## config.mk

```make
export PLATFORM = sky130hd
export DESIGN_NAME = snoop_line_responder
export DESIGN_NICKNAME = d
export VERILOG_FILES = /design/src/rtl/snoop_rsp_pkg.sv /design/src/rtl/snoop_decide.sv /design/src/rtl/snoop_resp_pipe.sv /design/src/rtl/snoop_line_responder.sv
export SDC_FILE = /design/constraint.sdc
export NUM_CORES = 1
export LEC_CHECK = 0
export CAP_MARGIN = 20
export CORE_AREA = 10 10 70 117
export DETAILED_ROUTE_END_ITERATION = 10
export DIE_AREA = 0 0 80 127
export DONT_BUFFER_PORTS = 1
export MAX_ROUTING_LAYER = met4
export SLEW_MARGIN = 20
export SYNTH_ARGS = -nofsm -noshare
export SYNTH_HDL_FRONTEND = slang
export SYNTH_SLANG_ARGS = --single-unit
```

## constraint.sdc

```tcl
create_clock -name clk -period 1.61 [get_ports clk]
set_input_delay 0.4025 -clock clk [delete_from_list [all_inputs] [get_ports clk]]
set_output_delay 0.4025 -clock clk [all_outputs]
set_load 0.01 [all_outputs]
```

## src/rtl/snoop_rsp_pkg.sv

```systemverilog
package snoop_rsp_pkg;

    typedef struct packed {
        logic valid;
        logic writable;
        logic dirty;
    } line_st_t;

    typedef struct packed {
        logic read;
        logic inval;
        logic excl;
        logic uncache;
    } snp_cmd_t;

    typedef struct packed {
        logic     upd;
        line_st_t st;
        logic     shared;
        logic     inhibit;
        logic     supply;
        logic     from_wb;
        logic     err;
    } snp_dec_t;

    // Status after the snoop; invalidation is applied last and wins.
    function automatic line_st_t next_line_state(line_st_t cur, snp_cmd_t c);
        line_st_t n;
        n = cur;
        if (c.read && !c.inval)
            n.writable = 1'b0;
        if (c.inval)
            n = '0;
        return n;
    endfunction

endpackage

```

## src/rtl/snoop_decide.sv

```systemverilog
module snoop_decide
    import snoop_rsp_pkg::*;
(
    input  logic     act_i,
    input  snp_cmd_t cmd_i,
    input  line_st_t line_i,
    input  logic     wb_hit_i,
    output snp_dec_t dec_o
);

    always_comb begin
        dec_o = '0;
        if (act_i && !cmd_i.uncache) begin
            dec_o.err = cmd_i.excl && !cmd_i.inval;
            if (wb_hit_i && cmd_i.read) begin
                dec_o.supply  = 1'b1;
                dec_o.from_wb = 1'b1;
                dec_o.inhibit = 1'b1;
                dec_o.shared  = !cmd_i.excl;
            end else if (line_i.valid) begin
                dec_o.upd     = 1'b1;
                dec_o.supply  = line_i.dirty && cmd_i.read;
                dec_o.inhibit = line_i.dirty && cmd_i.read;
                dec_o.shared  = cmd_i.read && !cmd_i.inval;
                dec_o.st      = next_line_state(line_i, cmd_i);
            end
        end
    end

endmodule

```

## src/rtl/snoop_resp_pipe.sv

```systemverilog
module snoop_resp_pipe #(
    parameter int DATA_W  = 32,
    parameter int HIT_LAT = 2
) (
    input  logic              clk,
    input  logic              rst,
    input  logic              load_i,
    input  logic [DATA_W-1:0] data_i,
    output logic              busy_o,
    output logic              resp_valid_o,
    output logic [DATA_W-1:0] resp_data_o
);

    localparam int CW = (HIT_LAT < 2) ? 1 : $clog2(HIT_LAT);
    localparam logic [CW-1:0] LOAD_VAL = CW'(HIT_LAT - 1);

    logic              pend_q;
    logic [CW-1:0]     cnt_q;
    logic [DATA_W-1:0] data_q;

    always_ff @(posedge clk) begin
        if (rst) begin
            pend_q       <= 1'b0;
            cnt_q        <= '0;
            data_q       <= '0;
            resp_valid_o <= 1'b0;
        end else begin
            resp_valid_o <= 1'b0;
            if (load_i) begin
                pend_q <= 1'b1;
                cnt_q  <= LOAD_VAL;
                data_q <= data_i;
            end else if (pend_q) begin
                if (cnt_q == '0) begin
                    pend_q       <= 1'b0;
                    resp_valid_o <= 1'b1;
                end else begin
                    cnt_q <= cnt_q - 1'b1;
                end
            end
        end
    end

    assign busy_o      = pend_q;
    assign resp_data_o = data_q;


    single_load_chk: assert property (@(posedge clk) disable iff (rst)
        load_i |-> !pend_q);


    resp_pulse_chk: assert property (@(posedge clk) disable iff (rst)
        resp_valid_o |=> !resp_valid_o);

endmodule

```

## src/rtl/snoop_line_responder.sv

```systemverilog
module snoop_line_responder
    import snoop_rsp_pkg::*;
#(
    parameter int DATA_W  = 32,
    parameter int HIT_LAT = 2
) (
    input  logic              clk,
    input  logic              rst,
    input  logic              snp_valid_i,
    input  logic              snp_read_i,
    input  logic              snp_inval_i,
    input  logic              snp_excl_i,
    input  logic              snp_uncache_i,
    input  logic [2:0]        line_st_i,
    input  logic [DATA_W-1:0] line_data_i,
    input  logic              wb_hit_i,
    input  logic [DATA_W-1:0] wb_data_i,
    output logic              busy_o,
    output logic              upd_valid_o,
    output logic [2:0]        upd_st_o,
    output logic              shared_o,
    output logic              inhibit_o,
    output logic              proto_err_o,
    output logic              resp_valid_o,
    output logic [DATA_W-1:0] resp_data_o
);

    snp_cmd_t          cmd;
    snp_dec_t          dec;
    snp_dec_t          dec_q;
    logic              accept;
    logic              busy;
    logic [DATA_W-1:0] sup_data;

    assign cmd    = '{read: snp_read_i, inval: snp_inval_i,
                      excl: snp_excl_i, uncache: snp_uncache_i};
    assign accept = snp_valid_i && !busy;

    snoop_decide u_dec (
        .act_i    (accept),
        .cmd_i    (cmd),
        .line_i   (line_st_t'(line_st_i)),
        .wb_hit_i (wb_hit_i),
        .dec_o    (dec)
    );

    assign sup_data = dec.from_wb ? wb_data_i : line_data_i;

    snoop_resp_pipe #(.DATA_W(DATA_W), .HIT_LAT(HIT_LAT)) u_pipe (
        .clk          (clk),
        .rst          (rst),
        .load_i       (dec.supply),
        .data_i       (sup_data),
        .busy_o       (busy),
        .resp_valid_o (resp_valid_o),
        .resp_data_o  (resp_data_o)
    );

    always_ff @(posedge clk) begin
        if (rst) dec_q <= '0;
        else     dec_q <= dec;
    end

    assign busy_o      = busy;
    assign upd_valid_o = dec_q.upd;
    assign upd_st_o    = dec_q.st;
    assign shared_o    = dec_q.shared;
    assign inhibit_o   = dec_q.inhibit;
    assign proto_err_o = dec_q.err;


    shared_drops_write_chk: assert property (@(posedge clk) disable iff (rst)
        (upd_valid_o && shared_o) |-> !upd_st_o[1]);


    inval_clears_all_chk: assert property (@(posedge clk) disable iff (rst)
        (upd_valid_o && !upd_st_o[2]) |-> (upd_st_o == 3'b000));


    inhibit_busy_chk: assert property (@(posedge clk) disable iff (rst)
        inhibit_o |-> busy_o);


    err_cause_chk: assert property (@(posedge clk) disable iff (rst)
        proto_err_o |-> ($past(snp_excl_i) && !$past(snp_inval_i)));

endmodule

```

==> qor.yml, run 1 <==
run_status:
  status: "complete, no violations"
logic_synthesis:
  yosys.area.top_type: "dfxtp_1"
  ys_seq_area_share_pct: 34.55
  syn_inst: 252
  synth.avg_cell_area_sq_um: 9.657
  yosys-top-cells-area: "dfxtp_1 (35%), o32ai_2 (20%), a22oi_1 (9.9%), nor2b_1 (7.5%), nand2b_1 (6.2%)"
  ys_types: 24
  synth-async-reset-ratio_pct: 0
  synth_top_area_share_pct: 34.55
  synth_ff_type: "dfxtp_1"
  ys_ff_latch: 42
  ys.warnings.count: 0
  netlist_area_sq_um: 2434
  syn_nets: 327
  synth_edf_count: 0
clocking:
  clk_latency_ps: 270
  cts_setup_buffers: 0
  hold_buffers: 0
  clock_path_buffers: 2
  cts_tree: "done"
  clockRootBuffer: "clkbuf_16"
  cts.sinks: 42
  htreeDepth: 2
  clkTransAtPathRegs_ps: 50
  cts_resized: 0
  cts_buffers: 5
global_route:
  grt_usage_pct: 11.99
  grt_start_max_net_pins: 69
  grt_pass1_vias: 1854
  antenna_found_initial: 0
  grt_pass1_wl_um: 9425
  gr-total-overflow: 0
power_and_ir_drop:
  power_frac_clock_pct: 40.6
  finalPower_mw: 2.287
  comb_power_share_pct: 10.8
  leakage_nw: 0.9302
  powerDensity_nw_per_um2: 878.7
  p_seq_share_pct: 48.6
  p_sw_share_pct: 22.22
  vdd_ir_drop_max_v: 0.0004796
  total_switching_power_uw: 508.1
  intPower_mw: 1.779
drt:
  viasPerCell: 5.240
  drc_errors: 0
  drtAntennaViolNets: 0
  drtIter0Drc: 90
  routed_wl_um: 6099
  wire_per_inst_um: 19.00
  first_pass_iters: 4
  vias: 1682
run:
  drv_cap: 0
floorplanning:
  die_h_um: 127
  die_x_um: 80
  ios: 116
  die_area_sq_um: 10160
  core_area_sq_um: 6344
  rows: 39
  initial_utilization_pct: 38.36
critical_path:
  cp_slowest_cell: "nor4b_1"
  max_stage_delay_ps: 450
  reg2reg_to: "upd_st_o[1]$_SDFF_PP0_"
  worst_r2r_path_depth: 3
  crit_type: "reg2reg"
  crit_path_start_kind: "flip-flop"
  required_ps: 1830
  crit_fanout: 6
  r2r_slack_ps: 300
  path_cells: "nor4b_1 -> and2b_1 -> and4b_1"
  arrival_ps: 1520
  endpoint_kind: "flip-flop"
  r2r-start: "u_pipe.busy_o$_SDFF_PP0_"
cells_and_area:
  stdcell_area_sq_um: 2603
  drive_gt1_share_pct: 18.41
  final_util_pct: 41.03
  area_growth_pct: 6.941
  final_nets: 314
  diodes: 0
  mostFrequentLayoutCells: "dfxtp_1 (42), inv_1 (33), a22oi_1 (32)"
  layout_commonest_cell: "dfxtp_1"
  fin_cells: 321
sta:
  rsz0062_at_grt: "no"
  max_slew_margin_pct: 71.08
  skew_ps: 3.205
  min_period_ps: 1308
  final_hold_viol_count: 0
  finalSetupViolations: 0
  fin_crit_sh_pct: 81.25
  fin_tns_setup_ps: 0
  timing.fmax_mhz: 764.4
  drv_slew: 0
  tightest_slew_ps: 427.8
place:
  dpl_cell_area_sq_um: 2470
  place_inst: 314
  gp_congestion: 0.7549
  hpwl_um: 4589
  portBuffers: 0
worst_hold_path:
  holdPathStages: 1
  hold_start: "rst"
  hold_class: "in2reg"
  holdPathEnd: "u_pipe.busy_o$_SDFF_PP0_"
[cell usage after synthesis, drive strengths merged (2+ instances only)]
cell / instances
dfxtp: 42
inv: 33
a22oi: 32
o32ai: 32
nor2b: 29
nand2b: 24
buf: 14
clkbuf: 12
or2b: 10
and2b: 5
a21oi: 3
and2: 3
and3: 3
nand2: 3
nor3b: 2
[metrics by stage]
stage / setup slack (ps) / hold slack [ps]
6_report: 301.8 / 202.2
5_1_grt: 204.2 / 186.0
4_1_cts: 282.6 / 188.4
3_5_place_dp: 269.1 / 438.5
3_3_place_gp: 264.6 / 435.6
2_1_floorplan: 298.8 / 421.8
[worst max-delay path by stage]
stage | slack [ps] | cells after the start | start | endpoint
finish | 300 | 3 | u_pipe.busy_o$_SDFF_PP0_ | upd_st_o[1]$_SDFF_PP0_
CTS | 280 | 3 | u_pipe.busy_o$_SDFF_PP0_ | upd_st_o[1]$_SDFF_PP0_
detailed placement | 270 | 3 | rst | upd_st_o[1]$_SDFF_PP0_
global placement | 260 | 3 | rst | upd_st_o[1]$_SDFF_PP0_
global route | 200 | 3 | u_pipe.busy_o$_SDFF_PP0_ | upd_st_o[1]$_SDFF_PP0_
floorplan | 300 | 5 | snp_uncache_i | u_pipe.resp_data_o[0]$_SDFFE_PP0P_
[worst max-delay path: cells and delay by family, from the launching register on]
family | cells | cell delay (ps)
AND/OR/NAND/NOR | 3 | 890
flip-flops | 1 | 370
[sequential cells by signal, summed over array words and instances (netlist names)]
| name | flops |
|---|---|
| upd_valid_o | 1 |
| u_pipe.cnt_q | 1 |
| proto_err_o | 1 |
| u_pipe.resp_data_o | 32 |
| u_pipe.resp_valid_o | 1 |
| upd_st_o | 3 |
| u_pipe.busy_o | 1 |
| inhibit_o | 1 |
| shared_o | 1 |
[per-layer routing]
layer  part of all wire [%]  routed length (um)  global-route usage (%)  up-vias
met5                      0                   0                       -        -
met4                    1.4                  87                   4.688        0
met3                    8.5                 517                   4.213        4
met2                     55                3366                   21.21       63
met1                     35                2128                   11.42      764
li1                       -                   -                       -      851
[layout make-up]
type	instances	area, sq um
inverters	33	123.9
well taps	82	102.6
repair buffers	6	82.58
clock buffers	7	132.6
fillers	658	3741
multi-input cells	151	1320
flip-flops and latches	42	840.8
[kinds of logic after synthesis]
family | Yosys count | synth area share (%)
AO/OA/AOI/OAI | 68 | 31.57
buffers and inverters | 59 | 11.31
flip-flops | 42 | 34.55
AND/OR/NAND/NOR | 83 | 22.57
[power groups by stage]
stage               Sequential (mW)  Combinational, mW  Clock, mW
global route                   1.12              0.275       1.00
CTS                            1.11              0.251      0.964
floorplan                      1.12              0.266          0
detailed placement             1.14              0.250          0
global placement               1.14              0.246          0
finish                         1.11              0.247      0.929
Power figures use the tool's default switching activity.
==> inputs of run 2 (changes only) <==
==> constraint.sdc (replaced) <==
create_clock -name clk -period 1.3 [get_ports clk]
set_input_delay 0.325 -clock clk [delete_from_list [all_inputs] [get_ports clk]]
set_output_delay 0.325 -clock clk [all_outputs]
set_load 0.01 [all_outputs]
==> qor.yml, run 2 (same netlist as run 1, synthesis figures left out) <==
power_and_ir_drop:
  powerDensity_nw_per_um2: 1167
  vdd_ir_drop_max_v: 0.0008479
  p_sw_share_pct: 22.18
  finalPower_mw: 3.094
  leakage_nw: 0.9462
  comb_power_share_pct: 10.1
  p_seq_share_pct: 44.4
  total_switching_power_uw: 686.2
  intPower_mw: 2.408
  power_frac_clock_pct: 45.5
critical_path:
  endpoint_kind: "flip-flop"
  worst-path-buf-inv: 1
  critPathTopFamily: "simple AND/OR/NAND/NOR gates"
  crit_path_start_kind: "flip-flop"
  path_cells: "and4bb_4 -> and2_4 -> buf_12 -> o32ai_2"
  cp_slowest_cell: "dfxtp_1"
  max_stage_delay_ps: 320
  crit_fanout: 18
  crit_type: "reg2reg"
  arrival_ps: 1370
  required_ps: 1450
cells_and_area:
  layout_commonest_cell: "dfxtp_1"
  stdcell_area_sq_um: 2653
  final_util_pct: 41.81
  fillers: 644
  largest_register_ffs: 32
  area_growth_pct: 8.997
  drive_gt1_share_pct: 19.58
  mostFrequentLayoutCells: "dfxtp_1 (42), inv_1 (33), a22oi_1 (32)"
  diodes: 0
  final_nets: 314
  fin_cells: 322
place:
  place_inst: 314
  dpl_cell_area_sq_um: 2482
  post-place-ws_ps: 55.92
  portBuffers: 0
  hpwl_um: 4579
  gp_congestion: 0.7501
clocking:
  clkTransAtPathRegs_ps: 60
  cts.sinks: 42
  clk_latency_ps: 280
  clockRootBuffer: "clkbuf_16"
  clock_path_buffers: 2
  cts_buffers: 5
  hold_buffers: 0
  cts_resized: 0
  cts_tree: "done"
  cts_setup_buffers: 0
  htreeDepth: 2
drt:
  drc_errors: 0
  vias: 1707
  routed_wl_um: 6185
  viasPerCell: 5.301
  drtAntennaViolNets: 0
  first_pass_iters: 4
  drtIter0Drc: 69
  wire_per_inst_um: 19.21
sta:
  min_period_ps: 1217
  final_hold_viol_count: 0
  drv_slew: 0
  fin_tns_setup_ps: 0
  rsz0062_at_grt: "no"
  max_slew_margin_pct: 74.96
  timing.fmax_mhz: 822.0
  setup_ws_ps: 83.40
  tightest_slew_ps: 370.4
  finalSetupViolations: 0
  fin_crit_sh_pct: 93.58
  whs_ps: 115.1
  skew_ps: 6.776
worst_hold_path:
  hold_class: "in2reg"
floorplanning:
  initial_utilization_pct: 38.36
  die_h_um: 127
  die_x_um: 80
  rows: 39
  die_area_sq_um: 10160
  ios: 116
  core_area_sq_um: 6344
run:
  drv_cap: 0
global_route:
  grt_usage_pct: 12.52
  grt_start_max_net_pins: 69
  antenna_found_initial: 0
  grt_pass1_wl_um: 9880
  gr-total-overflow: 0
  grt_pass1_vias: 1957
run_status:
  status: "complete, no violations"
==> run 2: changes by cell type in the layout (fill, tap and decap cells not counted), sizes merged <==
| cell | previous run | this run |
|---|---|---|
| bufinv | 0 | 1 |
| clkinvlp | 0 | 2 |
| clkbuf | 7 | 5 |
==> run 2: worst reg2reg max path, stage by stage (launching register included) <==
cell and delay [ps]:
dfxtp_1 320, and4bb_4 320, and2_4 180, buf_12 170, o32ai_2 100
==> run 2: layout make-up <==
type	instances	area [sq um]	area share, %
clock buffers	5	125.1	4.717
multi-input cells	151	1320	49.76
repair buffers	6	95.09	3.585
clock inverters	3	45.04	1.698
inverters	33	123.9	4.670
flip-flops and latches	42	840.8	31.70
well taps	82	102.6	3.868
==> run 2: power by group through the flow <==
stage	registers (mW)	logic (mW)	clock network, mW
2_1_floorplan	1.39	0.330	0
3_3_place_gp	1.41	0.308	0
3_5_place_dp	1.41	0.316	0
4_1_cts	1.38	0.317	1.46
5_1_grt	1.38	0.351	1.49
6_report	1.37	0.311	1.41
==> run 2: worst paths after layout <==
| path | from | to | slack (ps) | cells after the start |
|---|---|---|---|---|
| worst max-delay path | u_pipe.busy_o$_SDFF_PP0_ | u_pipe.resp_data_o[7]$_SDFFE_PP0P_ | 80 | 4 |
| worst min-delay path | rst | u_pipe.resp_valid_o$_SDFF_PP0_ | 120 | 1 |
| worst max register to register | u_pipe.busy_o$_SDFF_PP0_ | u_pipe.resp_data_o[7]$_SDFFE_PP0P_ | 80 | 4 |
| worst min register to register | u_pipe.cnt_q$_SDFFE_PP0P_ | u_pipe.resp_valid_o$_SDFF_PP0_ | 450 | 1 |
==> run 2: layer usage <==
layer	global-route usage, %	up-vias	wire [um]
met5	-	-	0
met4	4.792	0	115
met3	4.775	8	546
met2	22.45	67	3461
met1	11.49	782	2061
li1	-	850	-
==> inputs of run 3 (changes only) <==
--- a/config.mk
+++ b/config.mk
@@ -11,7 +11,6 @@
 export DIE_AREA = 0 0 80 127
 export DONT_BUFFER_PORTS = 1
 export MAX_ROUTING_LAYER = met4
-export SLEW_MARGIN = 20
 export SYNTH_ARGS = -nofsm -noshare
 export SYNTH_HDL_FRONTEND = slang
 export SYNTH_SLANG_ARGS = --single-unit
==> constraint.sdc (replaced) <==
create_clock -name clk -period 1.11 [get_ports clk]
set_input_delay 0.2775 -clock clk [delete_from_list [all_inputs] [get_ports clk]]
set_output_delay 0.2775 -clock clk [all_outputs]
set_load 0.01 [all_outputs]
==> qor.yml, run 3 (same netlist as run 1, synthesis figures left out) <==
clocking:
  cts_setup_buffers: 0
  clk_latency_ps: 270
  htreeDepth: 2
  clkTransAtPathRegs_ps: 60
  cts_buffers: 5
  clock_path_buffers: 2
  cts_tree: "done"
  clockRootBuffer: "clkbuf_16"
  cts.sinks: 42
global_route:
  grt_pass1_wl_um: 9611
  grt_start_max_net_pins: 69
  antenna_found_initial: 0
  grt_pass1_vias: 1941
  gr-total-overflow: 0
  grt_usage_pct: 12.12
sta:
  setup_ws_ps: -93.75
  rsz0062_at_grt: "yes"
  finalSetupViolations: 35
  max_slew_margin_pct: 75.62
  fin_crit_sh_pct: 108.4
  fin_tns_setup_ps: -2364
  final_hold_viol_count: 0
  min_period_ps: 1204
  timing.fmax_mhz: 830.7
  tightest_slew_ps: 360.6
  drv_slew: 0
  skew_ps: 4.694
  whs_ps: 66.17
cells_and_area:
  fin_cells: 326
  diodes: 0
  final_nets: 318
  largest_register_ffs: 32
  area_growth_pct: 9.512
  stdcell_area_sq_um: 2665
  drive_gt1_share_pct: 20.90
  mostFrequentLayoutCells: "dfxtp_1 (41), inv_1 (33), a22oi_1 (32)"
  layout_commonest_cell: "dfxtp_1"
  final_util_pct: 42.01
floorplanning:
  die_h_um: 127
  initial_utilization_pct: 38.36
  rows: 39
  die_x_um: 80
  core_area_sq_um: 6344
  ios: 116
  die_area_sq_um: 10160
critical_path:
  arrival_ps: 1350
  crit_path_start_kind: "flip-flop"
  path_cells: "and4bb_4 -> and2_4 -> buf_12 -> o32ai_2"
  endpoint_kind: "flip-flop"
  worst_r2r_path_depth: 4
  crit_fanout: 18
  required_ps: 1260
  r2r_slack_ps: -90
  reg2reg_to: "u_pipe.resp_data_o[7]$_SDFFE_PP0P_"
  cp_slowest_cell: "dfxtp_2"
  crit_type: "reg2reg"
  r2r-start: "u_pipe.busy_o$_SDFF_PP0_"
  max_stage_delay_ps: 320
  cp-startpoint: "u_pipe.busy_o$_SDFF_PP0_"
worst_hold_path:
  holdPathStages: 1
  holdPathEnd: "u_pipe.busy_o$_SDFF_PP0_"
  hold_class: "in2reg"
  hold_start: "rst"
power_and_ir_drop:
  finalPower_mw: 3.422
  leakage_nw: 0.9685
  vdd_ir_drop_max_v: 0.0007615
  powerDensity_nw_per_um2: 1284
drt:
  drtAntennaViolNets: 0
  drc_errors: 0
  viasPerCell: 5.356
  vias: 1746
  first_pass_iters: 4
  routed_wl_um: 6065
  wire_per_inst_um: 18.60
  drtIter0Drc: 70
place:
  portBuffers: 0
  place_inst: 318
  dpl_cell_area_sq_um: 2514
  post-place-ws_ps: -86.92
  gp_congestion: 0.6937
  hpwl_um: 4589
run:
  drv_cap: 0
run_status:
  status: "finished with violations"
  violations: "negative setup slack"
## run 3: layout make-up
class / count / area, sq um
Clock buffer: 7 / 142.6
Clock inverter: 1 / 5.005
Fill cell: 635 / 3679
Inverter: 33 / 123.9
Multi-Input combinational cell: 151 / 1320
Sequential cell: 42 / 842.1
Tap cell: 82 / 102.6
Timing Repair Buffer: 10 / 128.9
## run 3: worst max-delay path by stage
stage / slack, ps / depth (start not counted) / end
final: -90 / 4 / u_pipe.resp_data_o[7]$_SDFFE_PP0P_
after global routing: -150 / 4 / u_pipe.resp_data_o[10]$_SDFFE_PP0P_
after CTS: -100 / 4 / u_pipe.resp_data_o[10]$_SDFFE_PP0P_
after detailed placement: -90 / 4 / u_pipe.resp_data_o[10]$_SDFFE_PP0P_
after global placement: -80 / 4 / u_pipe.resp_data_o[10]$_SDFFE_PP0P_
after floorplan: -110 / 5 / u_pipe.resp_data_o[0]$_SDFFE_PP0P_
## run 3: metal layers
metal	part of all wire, %	up-vias	routed length (um)	GRT usage, %
met5	0	-	0	-
met4	1.8	0	108	4.792
met3	7.9	6	477	4.073
met2	55	69	3347	21.64
met1	35	811	2131	11.47
li1	-	860	-	-
## run 3: report_power, final
group / switching [mW] / total, mW / internal (mW) / leakage (nW)
clock network: 0.552 / 1.44 / 0.891 / 0.0739
logic: 0.159 / 0.370 / 0.211 / 0.554
registers: 0.0536 / 1.61 / 1.56 / 0.341
## run 3: timing repair
item | 4_1_cts | 5_1_grt
pin swaps | 0 | 0
hold buffers | 0 | 0
endpoints found under the setup margin | 36 | 39
resized for setup | 1 | 0
## run 3: worst max-delay path, delay by kind of cell (launching register included)
| family | cells | cell delay [ps] |
|---|---|---|
| AOI/OAI and AO/OA | 1 | 90 |
| buffers and inverters | 1 | 170 |
| DFF | 1 | 320 |
| and+or+nand+nor | 2 | 480 |
